## config.mk

```make
export PLATFORM = sky130hd
export DESIGN_NAME = pair_line_cache
export DESIGN_NICKNAME = d
export VERILOG_FILES = /design/src/rtl/plc_pkg.sv /design/src/rtl/plc_store.sv /design/src/rtl/plc_counters.sv /design/src/rtl/plc_ctrl.sv /design/src/rtl/pair_line_cache.sv
export SDC_FILE = /design/constraint.sdc
export NUM_CORES = 1
export LEC_CHECK = 0
export BUFFER_PORTS_ARGS = -buffer_cell sky130_fd_sc_hd__buf_4
export CAP_MARGIN = 20
export CELL_PAD_IN_SITES_DETAIL_PLACEMENT = 1
export CELL_PAD_IN_SITES_GLOBAL_PLACEMENT = 2
export CORE_UTILIZATION = 30
export CTS_BUF_LIST = sky130_fd_sc_hd__clkbuf_8
export CTS_CLUSTER_DIAMETER = 120
export DETAILED_ROUTE_END_ITERATION = 6
export PLACE_DENSITY = 0.69
export SETUP_SLACK_MARGIN = 0.1
export SLEW_MARGIN = 25
export SYNTH_ARGS = -nofsm -noshare
export SYNTH_HDL_FRONTEND = slang
export SYNTH_SLANG_ARGS = --single-unit
```

## constraint.sdc

```tcl
create_clock -name clk -period 3.4 [get_ports clk]
set_clock_uncertainty 0.05 [all_clocks]
set_input_delay 0.17 -clock clk [delete_from_list [all_inputs] [get_ports clk]]
set_output_delay 0.17 -clock clk [all_outputs]
set_load 0.1 [all_outputs]
```

## src/rtl/plc_pkg.sv

```systemverilog
// Shared definitions for the two-word-line cache controller.
// Assumes: only the controller FSM and its counters use these types.
package plc_pkg;

    // Controller states; the order of encodings carries no meaning.
    typedef enum logic [2:0] {
        ST_IDLE,
        ST_COMPARE,
        ST_WRITE,
        ST_EVICT0,
        ST_EVICT1,
        ST_FILL0,
        ST_FILL1,
        ST_WT_WRITE
    } plc_state_e;

    // Positions of the event strobes in the counter bank.
    localparam int EV_HIT    = 0;
    localparam int EV_MISS   = 1;
    localparam int EV_BUS_RD = 2;
    localparam int EV_BUS_WR = 3;
    localparam int EV_NUM    = 4;

endpackage

```

## src/rtl/plc_store.sv

```systemverilog
// Line storage: two data words, tag, valid and (write-back only) dirty per set.
// Reads are combinational on rd_idx. A word write port serves both fills and
// processor writes. The meta port marks a line valid and clean on a fill.
// Assumes: meta_we and dirty_set are never raised in the same cycle.
module plc_store #(
    parameter int DATA_W     = 32,
    parameter int TAG_W      = 6,
    parameter int SETS       = 8,
    parameter bit WRITE_BACK = 1'b1,
    localparam int IDX_W     = $clog2(SETS)
) (
    input  logic              clk,
    input  logic              rst_n,
    input  logic [IDX_W-1:0]  rd_idx,
    output logic              rd_valid,
    output logic              rd_dirty,
    output logic [TAG_W-1:0]  rd_tag,
    output logic [DATA_W-1:0] rd_w0,
    output logic [DATA_W-1:0] rd_w1,
    input  logic              word_we,
    input  logic [IDX_W-1:0]  word_idx,
    input  logic              word_sel,
    input  logic [DATA_W-1:0] word_data,
    input  logic              meta_we,
    input  logic [IDX_W-1:0]  meta_idx,
    input  logic [TAG_W-1:0]  meta_tag,
    input  logic              dirty_set
);

    logic [DATA_W-1:0] w0_q [SETS];
    logic [DATA_W-1:0] w1_q [SETS];
    logic [TAG_W-1:0]  tag_q [SETS];
    logic [SETS-1:0]   valid_q;

    // Data words: written by fills and by processor write hits.
    always_ff @(posedge clk) begin
        if (word_we) begin
            if (word_sel) w1_q[word_idx] <= word_data;
            else          w0_q[word_idx] <= word_data;
        end
    end

    // Tag and valid bits: a fill installs the new tag and validates the line.
    always_ff @(posedge clk) begin
        if (!rst_n) begin
            valid_q <= '0;
        end else if (meta_we) begin
            valid_q[meta_idx] <= 1'b1;
            tag_q[meta_idx]   <= meta_tag;
        end
    end

    assign rd_valid = valid_q[rd_idx];
    assign rd_tag   = tag_q[rd_idx];
    assign rd_w0    = w0_q[rd_idx];
    assign rd_w1    = w1_q[rd_idx];

    generate
        if (WRITE_BACK) begin : g_dirty
            logic [SETS-1:0] dirty_q;
            // Dirty bits: cleared by a fill, set by a processor write.
            always_ff @(posedge clk) begin
                if (!rst_n)         dirty_q <= '0;
                else if (meta_we)   dirty_q[meta_idx] <= 1'b0;
                else if (dirty_set) dirty_q[word_idx] <= 1'b1;
            end
            assign rd_dirty = dirty_q[rd_idx];
        end else begin : g_clean
            logic unused_dirty_set;
            assign unused_dirty_set = dirty_set;
            assign rd_dirty = 1'b0;
        end
    endgenerate

endmodule

```

## src/rtl/plc_counters.sv

```systemverilog
// Bank of saturation-free event counters, one per strobe bit.
// Assumes: each strobe is a single-cycle pulse per event.
module plc_counters #(
    parameter int NUM   = 4,
    parameter int CNT_W = 16
) (
    input  logic             clk,
    input  logic             rst_n,
    input  logic [NUM-1:0]   ev,
    output logic [CNT_W-1:0] cnt [NUM]
);

    generate
        for (genvar g = 0; g < NUM; g++) begin : g_cnt
            logic [CNT_W-1:0] c_q;
            // Count one strobe bit.
            always_ff @(posedge clk) begin
                if (!rst_n)     c_q <= '0;
                else if (ev[g]) c_q <= c_q + 1'b1;
            end
            assign cnt[g] = c_q;
        end
    endgenerate

    // a single access is never both a hit and a miss
    a_r9_hit_miss_exclusive: assert property (@(posedge clk) disable iff (!rst_n)
        $onehot0(ev[1:0]));

endmodule

```

## src/rtl/plc_ctrl.sv

```systemverilog
// Access sequencer. It latches one processor request, checks the tag, and
// runs the eviction, fill and write-through bus steps one word at a time.
// Assumes: the processor issues no new request before cpu_done. The memory side
// completes a word at an edge where bus_req and bus_ready are both high.
module plc_ctrl
    import plc_pkg::*;
#(
    parameter int ADDR_W     = 10,
    parameter int DATA_W     = 32,
    parameter int SETS       = 8,
    parameter bit WRITE_BACK = 1'b1,
    localparam int IDX_W     = $clog2(SETS),
    localparam int TAG_W     = ADDR_W - 1 - IDX_W
) (
    input  logic              clk,
    input  logic              rst_n,
    input  logic              cpu_req,
    input  logic              cpu_we,
    input  logic [ADDR_W-1:0] cpu_addr,
    input  logic [DATA_W-1:0] cpu_wdata,
    output logic [DATA_W-1:0] cpu_rdata,
    output logic              cpu_done,
    output logic              cpu_stall,
    output logic              bus_req,
    output logic              bus_we,
    output logic [ADDR_W-1:0] bus_addr,
    output logic [DATA_W-1:0] bus_wdata,
    input  logic              bus_ready,
    input  logic [DATA_W-1:0] bus_rdata,
    output logic [IDX_W-1:0]  rd_idx,
    input  logic              rd_valid,
    input  logic              rd_dirty,
    input  logic [TAG_W-1:0]  rd_tag,
    input  logic [DATA_W-1:0] rd_w0,
    input  logic [DATA_W-1:0] rd_w1,
    output logic              word_we,
    output logic              word_sel,
    output logic [DATA_W-1:0] word_data,
    output logic              meta_we,
    output logic [TAG_W-1:0]  meta_tag,
    output logic              dirty_set,
    output logic [EV_NUM-1:0] ev
);

    plc_state_e        state;
    logic              req_we;
    logic [ADDR_W-1:0] req_addr;
    logic [DATA_W-1:0] req_data;
    logic              miss_q;

    logic [TAG_W-1:0]  req_tag;
    logic              req_sel;
    logic              hit;
    logic              xfer;

    assign rd_idx  = req_addr[IDX_W:1];
    assign req_tag = req_addr[ADDR_W-1:IDX_W+1];
    assign req_sel = req_addr[0];
    assign hit     = rd_valid && (rd_tag == req_tag);
    assign xfer    = bus_req && bus_ready;
    assign cpu_stall = miss_q;
    assign meta_tag  = req_tag;

    // Bus drive for the current state.
    always_comb begin
        bus_req   = 1'b0;
        bus_we    = 1'b0;
        bus_addr  = '0;
        bus_wdata = '0;
        unique case (state)
            ST_EVICT0: begin
                bus_req = 1'b1; bus_we = 1'b1;
                bus_addr = {rd_tag, rd_idx, 1'b0}; bus_wdata = rd_w0;
            end
            ST_EVICT1: begin
                bus_req = 1'b1; bus_we = 1'b1;
                bus_addr = {rd_tag, rd_idx, 1'b1}; bus_wdata = rd_w1;
            end
            ST_FILL0: begin
                bus_req = 1'b1; bus_addr = {req_tag, rd_idx, 1'b0};
            end
            ST_FILL1: begin
                bus_req = 1'b1; bus_addr = {req_tag, rd_idx, 1'b1};
            end
            ST_WT_WRITE: begin
                bus_req = 1'b1; bus_we = 1'b1;
                bus_addr = req_addr; bus_wdata = req_data;
            end
            default: ;
        endcase
    end

    // Storage write strobes for fills and write hits.
    always_comb begin
        word_we   = 1'b0;
        word_sel  = 1'b0;
        word_data = bus_rdata;
        meta_we   = 1'b0;
        dirty_set = 1'b0;
        unique case (state)
            ST_FILL0: word_we = bus_ready;
            ST_FILL1: begin
                word_we  = bus_ready;
                word_sel = 1'b1;
                meta_we  = bus_ready;
            end
            ST_WRITE: begin
                word_we   = 1'b1;
                word_sel  = req_sel;
                word_data = req_data;
                dirty_set = WRITE_BACK;
            end
            default: ;
        endcase
    end

    // Event strobes for the counter bank.
    always_comb begin
        ev            = '0;
        ev[EV_HIT]    = (state == ST_COMPARE) && hit && !miss_q;
        ev[EV_MISS]   = (state == ST_COMPARE) && !hit;
        ev[EV_BUS_RD] = xfer && !bus_we;
        ev[EV_BUS_WR] = xfer && bus_we;
    end

    // State sequencing, request capture, completion and stall.
    always_ff @(posedge clk) begin
        if (!rst_n) begin
            state     <= ST_IDLE;
            req_we    <= 1'b0;
            req_addr  <= '0;
            req_data  <= '0;
            miss_q    <= 1'b0;
            cpu_done  <= 1'b0;
            cpu_rdata <= '0;
        end else begin
            cpu_done <= 1'b0;
            unique case (state)
                ST_IDLE: if (cpu_req) begin
                    req_we   <= cpu_we;
                    req_addr <= cpu_addr;
                    req_data <= cpu_wdata;
                    state    <= ST_COMPARE;
                end
                ST_COMPARE: if (hit) begin
                    if (req_we) begin
                        state <= ST_WRITE;
                    end else begin
                        cpu_rdata <= req_sel ? rd_w1 : rd_w0;
                        cpu_done  <= 1'b1;
                        miss_q    <= 1'b0;
                        state     <= ST_IDLE;
                    end
                end else begin
                    miss_q <= 1'b1;
                    state  <= (WRITE_BACK && rd_valid && rd_dirty) ? ST_EVICT0 : ST_FILL0;
                end
                ST_WRITE: if (WRITE_BACK) begin
                    cpu_done <= 1'b1;
                    miss_q   <= 1'b0;
                    state    <= ST_IDLE;
                end else begin
                    state <= ST_WT_WRITE;
                end
                ST_EVICT0: if (bus_ready) state <= ST_EVICT1;
                ST_EVICT1: if (bus_ready) state <= ST_FILL0;
                ST_FILL0:  if (bus_ready) state <= ST_FILL1;
                ST_FILL1:  if (bus_ready) state <= ST_COMPARE;
                ST_WT_WRITE: if (bus_ready) begin
                    cpu_done <= 1'b1;
                    miss_q   <= 1'b0;
                    state    <= ST_IDLE;
                end
                default: state <= ST_IDLE;
            endcase
        end
    end

    // a read hit completes at the next edge with no bus activity
    a_r2_read_hit_completes: assert property (@(posedge clk) disable iff (!rst_n)
        (state == ST_COMPARE && hit && !req_we) |=> (cpu_done && !bus_req));

    // an unanswered bus request keeps its address, direction and data
    a_r11_bus_hold: assert property (@(posedge clk) disable iff (!rst_n)
        (bus_req && !bus_ready) |=> (bus_req && $stable(bus_addr) && $stable(bus_we) && $stable(bus_wdata)));

    // the second victim word is always followed by the first fill read
    a_r5_evict_then_fill: assert property (@(posedge clk) disable iff (!rst_n)
        (state == ST_EVICT1 && bus_ready) |=> (bus_req && !bus_we && bus_addr[0] == 1'b0));

    // stall is held throughout the fill of a line
    a_r8_stall_in_fill: assert property (@(posedge clk) disable iff (!rst_n)
        (state == ST_FILL0 || state == ST_FILL1) |-> cpu_stall);

    generate
        if (WRITE_BACK) begin : g_wb_chk
            // a write hit goes from tag check straight to the data write
            a_r3_write_hit_two_cycles: assert property (@(posedge clk) disable iff (!rst_n)
                (state == ST_COMPARE && hit && req_we) |=> (state == ST_WRITE ##1 cpu_done));
        end else begin : g_wt_chk
            // every write in write-through mode is followed by one bus write
            a_r7_write_goes_to_bus: assert property (@(posedge clk) disable iff (!rst_n)
                (state == ST_WRITE) |=> (bus_req && bus_we && bus_addr == req_addr));
        end
    endgenerate

endmodule

```

## src/rtl/pair_line_cache.sv

```systemverilog
// Top of the two-word-line direct-mapped cache controller. It joins the
// sequencer, the line storage and the event counters.
// Assumes: word addressing; WRITE_BACK fixed at build time.
module pair_line_cache
    import plc_pkg::*;
#(
    parameter int ADDR_W     = 10,
    parameter int DATA_W     = 32,
    parameter int SETS       = 8,
    parameter int CNT_W      = 16,
    parameter bit WRITE_BACK = 1'b1
) (
    input  logic              clk,
    input  logic              rst_n,
    input  logic              cpu_req,
    input  logic              cpu_we,
    input  logic [ADDR_W-1:0] cpu_addr,
    input  logic [DATA_W-1:0] cpu_wdata,
    output logic [DATA_W-1:0] cpu_rdata,
    output logic              cpu_done,
    output logic              cpu_stall,
    output logic              bus_req,
    output logic              bus_we,
    output logic [ADDR_W-1:0] bus_addr,
    output logic [DATA_W-1:0] bus_wdata,
    input  logic              bus_ready,
    input  logic [DATA_W-1:0] bus_rdata,
    output logic [CNT_W-1:0]  cnt_hit,
    output logic [CNT_W-1:0]  cnt_miss,
    output logic [CNT_W-1:0]  cnt_bus_rd,
    output logic [CNT_W-1:0]  cnt_bus_wr
);

    localparam int IDX_W = $clog2(SETS);
    localparam int TAG_W = ADDR_W - 1 - IDX_W;

    logic [IDX_W-1:0]  rd_idx;
    logic              rd_valid, rd_dirty;
    logic [TAG_W-1:0]  rd_tag;
    logic [DATA_W-1:0] rd_w0, rd_w1;
    logic              word_we, word_sel, meta_we, dirty_set;
    logic [DATA_W-1:0] word_data;
    logic [TAG_W-1:0]  meta_tag;
    logic [EV_NUM-1:0] ev;
    logic [CNT_W-1:0]  cnt [EV_NUM];

    plc_ctrl #(
        .ADDR_W(ADDR_W), .DATA_W(DATA_W), .SETS(SETS), .WRITE_BACK(WRITE_BACK)
    ) u_ctrl (
        .clk(clk), .rst_n(rst_n),
        .cpu_req(cpu_req), .cpu_we(cpu_we), .cpu_addr(cpu_addr), .cpu_wdata(cpu_wdata),
        .cpu_rdata(cpu_rdata), .cpu_done(cpu_done), .cpu_stall(cpu_stall),
        .bus_req(bus_req), .bus_we(bus_we), .bus_addr(bus_addr), .bus_wdata(bus_wdata),
        .bus_ready(bus_ready), .bus_rdata(bus_rdata),
        .rd_idx(rd_idx), .rd_valid(rd_valid), .rd_dirty(rd_dirty), .rd_tag(rd_tag),
        .rd_w0(rd_w0), .rd_w1(rd_w1),
        .word_we(word_we), .word_sel(word_sel), .word_data(word_data),
        .meta_we(meta_we), .meta_tag(meta_tag), .dirty_set(dirty_set), .ev(ev)
    );

    plc_store #(
        .DATA_W(DATA_W), .TAG_W(TAG_W), .SETS(SETS), .WRITE_BACK(WRITE_BACK)
    ) u_store (
        .clk(clk), .rst_n(rst_n),
        .rd_idx(rd_idx), .rd_valid(rd_valid), .rd_dirty(rd_dirty), .rd_tag(rd_tag),
        .rd_w0(rd_w0), .rd_w1(rd_w1),
        .word_we(word_we), .word_idx(rd_idx), .word_sel(word_sel), .word_data(word_data),
        .meta_we(meta_we), .meta_idx(rd_idx), .meta_tag(meta_tag), .dirty_set(dirty_set)
    );

    plc_counters #(.NUM(EV_NUM), .CNT_W(CNT_W)) u_cnt (
        .clk(clk), .rst_n(rst_n), .ev(ev), .cnt(cnt)
    );

    assign cnt_hit    = cnt[EV_HIT];
    assign cnt_miss   = cnt[EV_MISS];
    assign cnt_bus_rd = cnt[EV_BUS_RD];
    assign cnt_bus_wr = cnt[EV_BUS_WR];

endmodule

```

* Word level (Yosys, flattened, before mapping)
Memory sizes are Yosys's and may differ from the RTL's. A register that Yosys moved wholly into a read port is not among the register bits. Cells that the tools add are included.
Word-level totals: bits in registers 160, word-level logic and storage cells 115, input port bits 79, bits in writable memories 560, memories 3
Cells by class: $lt $le $gt $ge 2, add/subtract/negate cells 4, bitwise operators 5, eq/ne operators 15, multiplexer cells 51, reduce and logical (&&, ||, !) cells 22
Memories:
- u_store.w0_q | depth 8, bits a word 32, rd ports 1, clocked after Yosys merged registers in 1, write ports 1, line plc_store.sv:30 | logic [DATA_W-1:0] w0_q [SETS];
- u_store.w1_q | depth 8, bits a word 32, rd ports 1, clocked after Yosys merged registers in 1, write ports 1, line plc_store.sv:31 | logic [DATA_W-1:0] w1_q [SETS];
- u_store.tag_q | depth 8, bits a word 6, rd ports 1, clocked after Yosys merged registers in 1, write ports 1, line plc_store.sv:32 | logic [TAG_W-1:0] tag_q [SETS];
Operator list (number):
- $pmux W32 S3 | 1
- $add A16 B1 Y16 const B | 4
- $mux W32 | 2
- $pmux W10 S5 | 1
- $mux W3 | 14
- $pmux W3 S8 | 1
- $mux W1 | 22
- $mux W8 | 2
- $or A8 B8 Y8 | 2
- $eq A3 B3 Y1 const B | 4
- $ne A2 B2 Y1 const B | 6
- $logic_and A1 B1 Y1 | 9
- $and A8 B8 Y8 | 1
- $not A8 Y8 | 1
- $bmux W1 S3 | 2
- $eq A3 B2 Y1 const B | 2
- $eq A6 B6 Y1 | 1
- $pmux W1 S3 | 2
- $reduce_and A3 Y1 | 2
- $reduce_and A6 Y1 | 1
- $reduce_or A5 Y1 | 1
- $lt A3 B4 Y1 const B | 1
- $pmux W1 S2 | 2
- $demux W1 S3 | 1
- other kinds (12) | 14

* Depth between registers and ports, before layout
Gate-level depths: netlist (run 1).
depth after elaboration 7, depth in mapped cells 10, gate-level depth less buffers 7

* By module
From an unflattened synthesis (run 1), not the netlist that was laid out.
Second synthesis, totals: cells, all modules 1823, area total of the unflattened synthesis 29985.0 sq um
Modules (own cells, without submodules):
- plc_store | times used 1, area an instance 22133.7 sq um, sequential area each 17136.4 sq um, cells each 917
- plc_ctrl | times used 1, area an instance 4993.5 sq um, sequential area each 1601.5 sq um, cells each 581
- plc_counters | times used 1, area an instance 2857.7 sq um, sequential area each 1281.2 sq um, cells each 325

* Least setup slack after synthesis (run 1)
Ideal clock, no wire load.
path kind register to output, start point register (tool-made name), end point output bus_wdata[30], stages on the path, launching flop included 7, path slack -749 ps, buffers on the path 3, data arrival time 3929 ps, required time 3180 ps, path through dfxtp_1 > buf_4 > clkbuf_1 > buf_1 > mux4_2 > mux2i_1 > o21ai_0
RTL lines:
- to (decl) | line pair_line_cache.sv:25 | output logic [DATA_W-1:0] bus_wdata,

==> results.json, run 1 <==
{
  "initialDrtViolationCount": 1668,
  "hold_ws_ns": 0.0797,
  "worst_ep_required_time_ns": 3.97,
  "vias": 19264,
  "max_freq_ghz": 0.305,
  "end_kind": "flip-flop",
  "viasPerCell": 5.05,
  "synth_adder_area_share_pct": 0.172,
  "synth_cell_types": 53,
  "p_per_area_nw_per_um2": 529,
  "min_from": "bus_rdata[0]",
  "postSynthCellCount": 2004,
  "p_leak_nw": 12.7,
  "place_congestion": 0.739,
  "synth_flop_cell": "edfxtp_1",
  "ir_drop_mv": 0.289,
  "synth_top_family_by_area": "multiplexers",
  "max_slew.worst_pin.slew_ns": 1.04,
  "cts_num_sinks": 723,
  "netlist_area_sq_um": 29100,
  "yosys.area_share.simple_pct": 9.11,
  "yosysTopAreaCell": "edfxtp_1",
  "outcome": "complete, no violations",
  "grt_usage_pct": 19.0,
  "cts_tree": "built",
  "die_w_um": 313,
  "core_area_sq_um": 95600,
  "min_to": "u_store.w0_q[0][0]",
  "setup_viol": 0,
  "critPathArrivalTime_ns": 3.85,
  "die_area_sq_um": 98300,
  "clock_latency_ns": 0.79,
  "r2r_slack_ns": 0.12,
  "ant_nets": 0,
  "initial_core_util_pct": 30.4,
  "ys_ff_latch": 723,
  "drtPass1Iterations": 5,
  "grt.overflow.total": 0,
  "synth_compound_gate_area_share_pct": 4.99,
  "yosys-top-cells-area": "edfxtp_1 (58%), dfxtp_1 (11%), mux4_2 (11%)",
  "period_share_pct": 96.5,
  "seq_area_frac_synth_pct": 69.0,
  "hold_path_depth": 3,
  "synthArstFlopShare_pct": 0,
  "io_pins": 221,
  "synth_edf_count": 560,
  "cts_buffers": 130,
  "grt_max_degree": 117,
  "ff_latch_area_sq_um": 20100,
  "synth_top_area_share_pct": 57.8,
  "critPathKind": "flip-flop to flip-flop",
  "crit_fanout": 11,
  "n_fill_cell": 9982,
  "post_drt_wl_per_cell_um": 25.0,
  "synth_fp_nets": 2087,
  "clk_pin_slew_ns": 0.06,
  "antenna_found_initial": 0,
  "finalHoldViolations": 0,
  "rows": 113,
  "port_buffers": 220,
  "r2r-end": "u_ctrl.cpu_rdata[25]",
  "post-route-min-period_ns": 3.28,
  "final_max_slew_viol_count": 0,
  "yosysWarnings": 0,
  "drv_cap": 0,
  "power_mw": 19.8,
  "min_path_type": "input port to flip-flop",
  "multiInputGateArea_sq_um": 9090,
  "rsz0062_at_grt": "true",
  "r2r_cells": 12,
  "synthMuxAreaShare_pct": 13.6,
  "area_delta_synth_final_pct": 28.7,
  "die_h_um": 313,
  "dpl.hpwl_mm": 52.8,
  "synth_area_per_cell_sq_um": 14.5,
  "cts_buffer_depth": 3,
  "cts_root_buf": "clkbuf_8",
  "h-tree-depth": 4,
  "synth_xor_area_share_pct": 1.23,
  "slew_headroom_pct": 30.3,
  "grt_pass1_wl_mm": 136,
  "layout.nets": 2523,
  "first_global_vias": 20242,
  "drc": 0,
  "drive_gt1_share_pct": 32.3,
  "finalWirelength_mm": 95.2,
  "cp-start-kind": "flip-flop"
}
==> Yosys cell counts, types with 25 or more instances <==
library cell	number
o21ai_0	102
xor2_1	30
nand3_1	48
clkbuf_1	92
a21oi_1	108
nand2_1	393
buf_1	25
mux4_2	141
mux2i_1	75
dfxtp_1	163
edfxtp_1	560
nor2_1	75
==> flip-flops by register name, indices dropped and copies added (netlist names), named ones only <==
| signal | cells |
|---|---|
| u_store.w0_q | 256 |
| u_store.w1_q | 256 |
| u_cnt.g_cnt.c_q | 64 |
| u_store.tag_q | 48 |
| u_ctrl.cpu_rdata | 32 |
| u_ctrl.req_data | 32 |
| u_ctrl.req_addr | 10 |
| u_store.valid_q | 8 |
| u_ctrl.state | 3 |
| u_ctrl.cpu_done | 1 |
| u_ctrl.cpu_stall | 1 |
| u_ctrl.req_we | 1 |
==> worst max-delay path by stage <==
stage | start | endpoint | slack (ns) | depth (start not counted)
5_1_grt | flip-flop | u_ctrl.cpu_rdata[21] | 0.0004 | 12
6_report | flip-flop | u_ctrl.cpu_rdata[25] | 0.12 | 12
4_1_cts | flip-flop | bus_wdata[14] | 0.01 | 10
3_3_place_gp | flip-flop | u_cnt.g_cnt[0].c_q[8] | 0.15 | 8
3_5_place_dp | flip-flop | u_cnt.g_cnt[0].c_q[9] | 0.1 | 7
2_1_floorplan | flip-flop | bus_wdata[30] | -0.01 | 8
==> final cells by class <==
class                      count  share of cell area (%)
inverter                      19                   0.210
timing repair buffer         425                    11.0
clock buffer                 137                    5.04
multi-input combinational   1141                    24.3
antenna                        2                  0.0134
sequential                   723                    53.7
tap                         1265                    4.23
clock inverter               102                    1.59
==> metrics by stage <==
step / setup WS, ns / instance area [sq um] / instances / utilization, % / setup TNS [ns]
6_report: 0.119 / 37400 / 3814 / 39.2 / 0
5_1_grt: 0.000418 / 37400 / 3812 / 39.2 / 0
4_1_cts: 0.0148 / 36800 / 3792 / 38.6 / 0
3_5_place_dp: 0.0966 / 32900 / 3458 / 34.5 / 0
3_3_place_gp: 0.154 / 32900 / 3458 / 34.5 / 0
2_1_floorplan: -0.0117 / 29200 / 2004 / - / -0.0117
==> placed cells by master, fill, tap and decap left out, types with 23 or more instances in the layout <==
master,netlist,layout
buf_12,0,24
xor2_1,30,30
inv_1,17,63
a21oi_1,108,101
edfxtp_1,560,560
clkbuf_8,0,137
mux4_2,141,142
clkinv_1,1,23
nand2_1,393,372
buf_4,1,305
nor2_1,75,59
o21ai_2,0,32
o21ai_0,102,64
mux2i_1,75,49
dfxtp_1,163,157
dlygate4sd3_1,0,59
nand3_1,48,47
==> power by group <==
group	leakage, nW	total, mW	internal, mW	switching [mW]
logic	4.92	2.23	0.839	1.39
registers	6.36	9.71	9.61	0.0985
clock network	1.44	7.85	4.09	3.76
total	12.7	19.8	14.5	5.25
==> logic make-up after synthesis <==
kind of cell / count (synthesis)
AO/OA/AOI/OAI: 262
XOR/XNOR: 41
buffers and inverters: 143
adder cells (fa/ha/maj): 4
AND/OR/NAND/NOR: 613
flip-flops: 723
multiplexers: 218
==> routing by layer <==
layer / track usage [%] / wire (um) / up-vias
met2: 30.9 / 45500 / 657
li1: - / - / 8487
met4: 5.89 / 1990 / 0
met5: 0 / 0 / -
met3: 4.53 / 6530 / 133
met1: 25.1 / 41200 / 9987
==> worst max-delay path, cell delays in order (launching register included) <==
cell and delay (ns):
dfxtp_4 0.38, buf_12 0.13, buf_12 0.15, mux4_2 0.55, mux2i_4 0.19, xor2_1 0.17
nand4_1 0.14, buf_6 0.16, buf_6 0.14, or4_4 0.65, clkbuf_16 0.27, nand2_1 0.08
a21oi_1 0.05
==> timing repair <==
item,in CTS,in global routing
gates cloned,14,5
hold buffers,59,0
setup buffers,22,14
endpoints found under the hold margin,206,0
resized for setup,66,91
pin swaps,3,8
endpoints found under the setup margin,39,77
(Power assumes the default switching activity.)
==> inputs of run 2 (changes only) <==
==> constraint.sdc (replaced) <==
create_clock -name clk -period 3.4 [get_ports clk]
set_clock_uncertainty 0.05 [all_clocks]
set_input_delay 0.51 -clock clk [delete_from_list [all_inputs] [get_ports clk]]
set_output_delay 0.51 -clock clk [all_outputs]
set_load 0.1 [all_outputs]
==> results.json, run 2 (synthesis gave the netlist of run 1 again) <==
{
  "die_w_um": 313,
  "antenna_found_initial": 1,
  "seqPwrFrac_pct": 49.3,
  "outcome": "finished, violations left",
  "drv_cap": 0,
  "switching_share_pct": 26.8,
  "crit_fanout": 7,
  "finalWirelength_mm": 95.8,
  "dpl.hpwl_mm": 53.5,
  "setup_viol": 5,
  "min_from": "cpu_addr[1]",
  "finalHoldViolations": 0,
  "p_per_area_nw_per_um2": 516,
  "die_area_sq_um": 98300,
  "critPathArrivalTime_ns": 2.87,
  "multiInputGateArea_sq_um": 9350,
  "violations": "negative setup slack",
  "cts_buffer_depth": 3,
  "path_cells": "buf_12, buf_16, buf_6, mux4_2, mux2i_1, buf_4, o21ai_0, nand2_1, o21ai_2, buf_12",
  "initial_core_util_pct": 30.4,
  "end_kind": "primary output",
  "max_freq_ghz": 0.292,
  "p_leak_nw": 12.9,
  "area_delta_synth_final_pct": 31.3,
  "port_buffers": 220,
  "final_max_slew_viol_count": 0,
  "drc": 0,
  "crit_top_cell": "buf_12",
  "first_global_vias": 20364,
  "place_congestion": 0.762,
  "r2r_slack_ns": 0.09,
  "layout_setup_ws_ns": -0.0275,
  "post-route-min-period_ns": 3.43,
  "rows": 113,
  "clock_latency_ns": 0.79,
  "ff_latch_area_sq_um": 20100,
  "drtPass1Iterations": 6,
  "combPwrFrac_pct": 12.4,
  "postPlaceCellArea_sq_um": 33200,
  "r2r_cells": 11,
  "p_int_mw": 14.4,
  "initialDrtViolationCount": 1731,
  "clk_pin_slew_ns": 0.06,
  "p_switching_mw": 5.27,
  "io_pins": 221,
  "slew_headroom_pct": 34.3,
  "max_stage_delay_ns": 0.48,
  "critPathKind": "flip-flop to primary output",
  "stdcell_area_sq_um": 38200,
  "cts_num_sinks": 723,
  "grt_max_degree": 80,
  "grt_usage_pct": 18.7,
  "clkPwrFrac_pct": 38.3,
  "slowest_stage": "mux4_2",
  "layout_commonest_cell": "edfxtp_1",
  "r2r-end": "u_cnt.g_cnt[0].c_q[3]",
  "cpLargestDelayFamily": "buffers and inverters",
  "cts_tree": "built",
  "cts_root_buf": "clkbuf_8",
  "drive_gt1_share_pct": 33.5,
  "reg.largest.list": "u_store.w0_q x256, u_store.w1_q x256, u_cnt.g_cnt.c_q x64",
  "min_path_type": "input port to flip-flop",
  "core_area_sq_um": 95600,
  "n_fill_cell": 9823,
  "period_share_pct": 101,
  "ir_drop_mv": 0.291,
  "hold_path_depth": 3,
  "power_mw": 19.7,
  "path_depth": 10,
  "grt.overflow.total": 0,
  "grt_pass1_wl_mm": 136,
  "max_slew.worst_pin.slew_ns": 0.986,
  "post_drt_wl_per_cell_um": 25.1,
  "layout.nets": 2534,
  "cp-start-kind": "flip-flop",
  "worst-path-buf-inv": 5,
  "rsz0062_at_grt": "true",
  "vias": 19342,
  "h-tree-depth": 3,
  "ant_nets": 0,
  "cts_buffers": 119,
  "worst_ep_required_time_ns": 2.84,
  "layout_common_cells": "edfxtp_1 (560), nand2_1 (391), buf_4 (294), dfxtp_1 (157), mux4_2 (142)",
  "die_h_um": 313,
  "viasPerCell": 5.07
}
## run 2: changes by cell type in the layout (fill, tap and decap cells not counted), moves of 12 or more
cell	previous run	this run
mux2i_4	9	26
clkbuf_8	137	125
buf_12	24	54
nand2_1	372	391
mux2i_1	49	31
dlygate4sd3_1	59	40
nand2_2	20	2
## run 2: power by group through the flow
stage	clock network, mW	registers (mW)	logic (mW)
detailed placement	0	9.89	1.91
global route	8.06	9.71	2.58
CTS	7.69	9.70	2.33
floorplan	0	9.88	1.21
finish	7.54	9.71	2.45
global placement	0	9.88	1.87
## run 2: worst max-delay path by stage
| stage | start | to |
|---|---|---|
| global placement | flip-flop | bus_wdata[5] |
| finish | flip-flop | bus_wdata[28] |
| detailed placement | flip-flop | bus_wdata[21] |
| global route | flip-flop | bus_wdata[12] |
| CTS | flip-flop | bus_wdata[27] |
| floorplan | flip-flop | bus_wdata[30] |
## run 2: final cells by class
class	instances	area share (%)
Sequential cell	723	52.6
Timing Repair Buffer	447	12.5
Multi-Input combinational cell	1141	24.5
Clock buffer	125	4.50
Tap cell	1265	4.14
Inverter	19	0.200
Clock inverter	93	1.57
Antenna cell	1	0.00655
## run 2: timing repair
item | in CTS | in global routing
endpoints found under the hold margin | 42 | 0
setup buffers | 50 | 18
cloned | 12 | 11
hold buffers | 40 | 0
pin swaps | 6 | 17
endpoints found under the setup margin | 36 | 82
resized for setup | 182 | 105
## run 2: worst reg2reg max path: cells and delay by family, from the launching register on
family | cells | cell delay [ns]
compound gates | 1 | 0.15
xor+xnor | 1 | 0.08
buf+inv | 4 | 0.54
flops | 1 | 0.39
mux | 2 | 0.75
simple gates | 3 | 1.28
## run 2: stage by stage
step                      hold WS, ns  utilization (%)  std cells  setup TNS (ns)  setup slack (ns)
after floorplan                 0.371                -       2004          -0.331            -0.331
after detailed placement        0.389             34.7       3465               0            0.0625
after global placement          0.377             34.7       3465               0            0.0875
after global routing           0.0477             40.0       3814           -3.18            -0.143
final                          0.0713             40.0       3814         -0.0497           -0.0275
after CTS                     0.00291             39.2       3785          -0.930           -0.0697
## run 2: layer usage
layer | part of all wire [%] | vias to the layer above | wire [um] | global-route usage (%)
met3 | 6.8 | 138 | 6470 | 3.65
met5 | 0 | - | 0 | 0
met2 | 48 | 684 | 46400 | 30.8
met1 | 43 | 10047 | 41000 | 25.3
li1 | - | 8473 | - | -
met4 | 2.0 | 0 | 1940 | 4.71
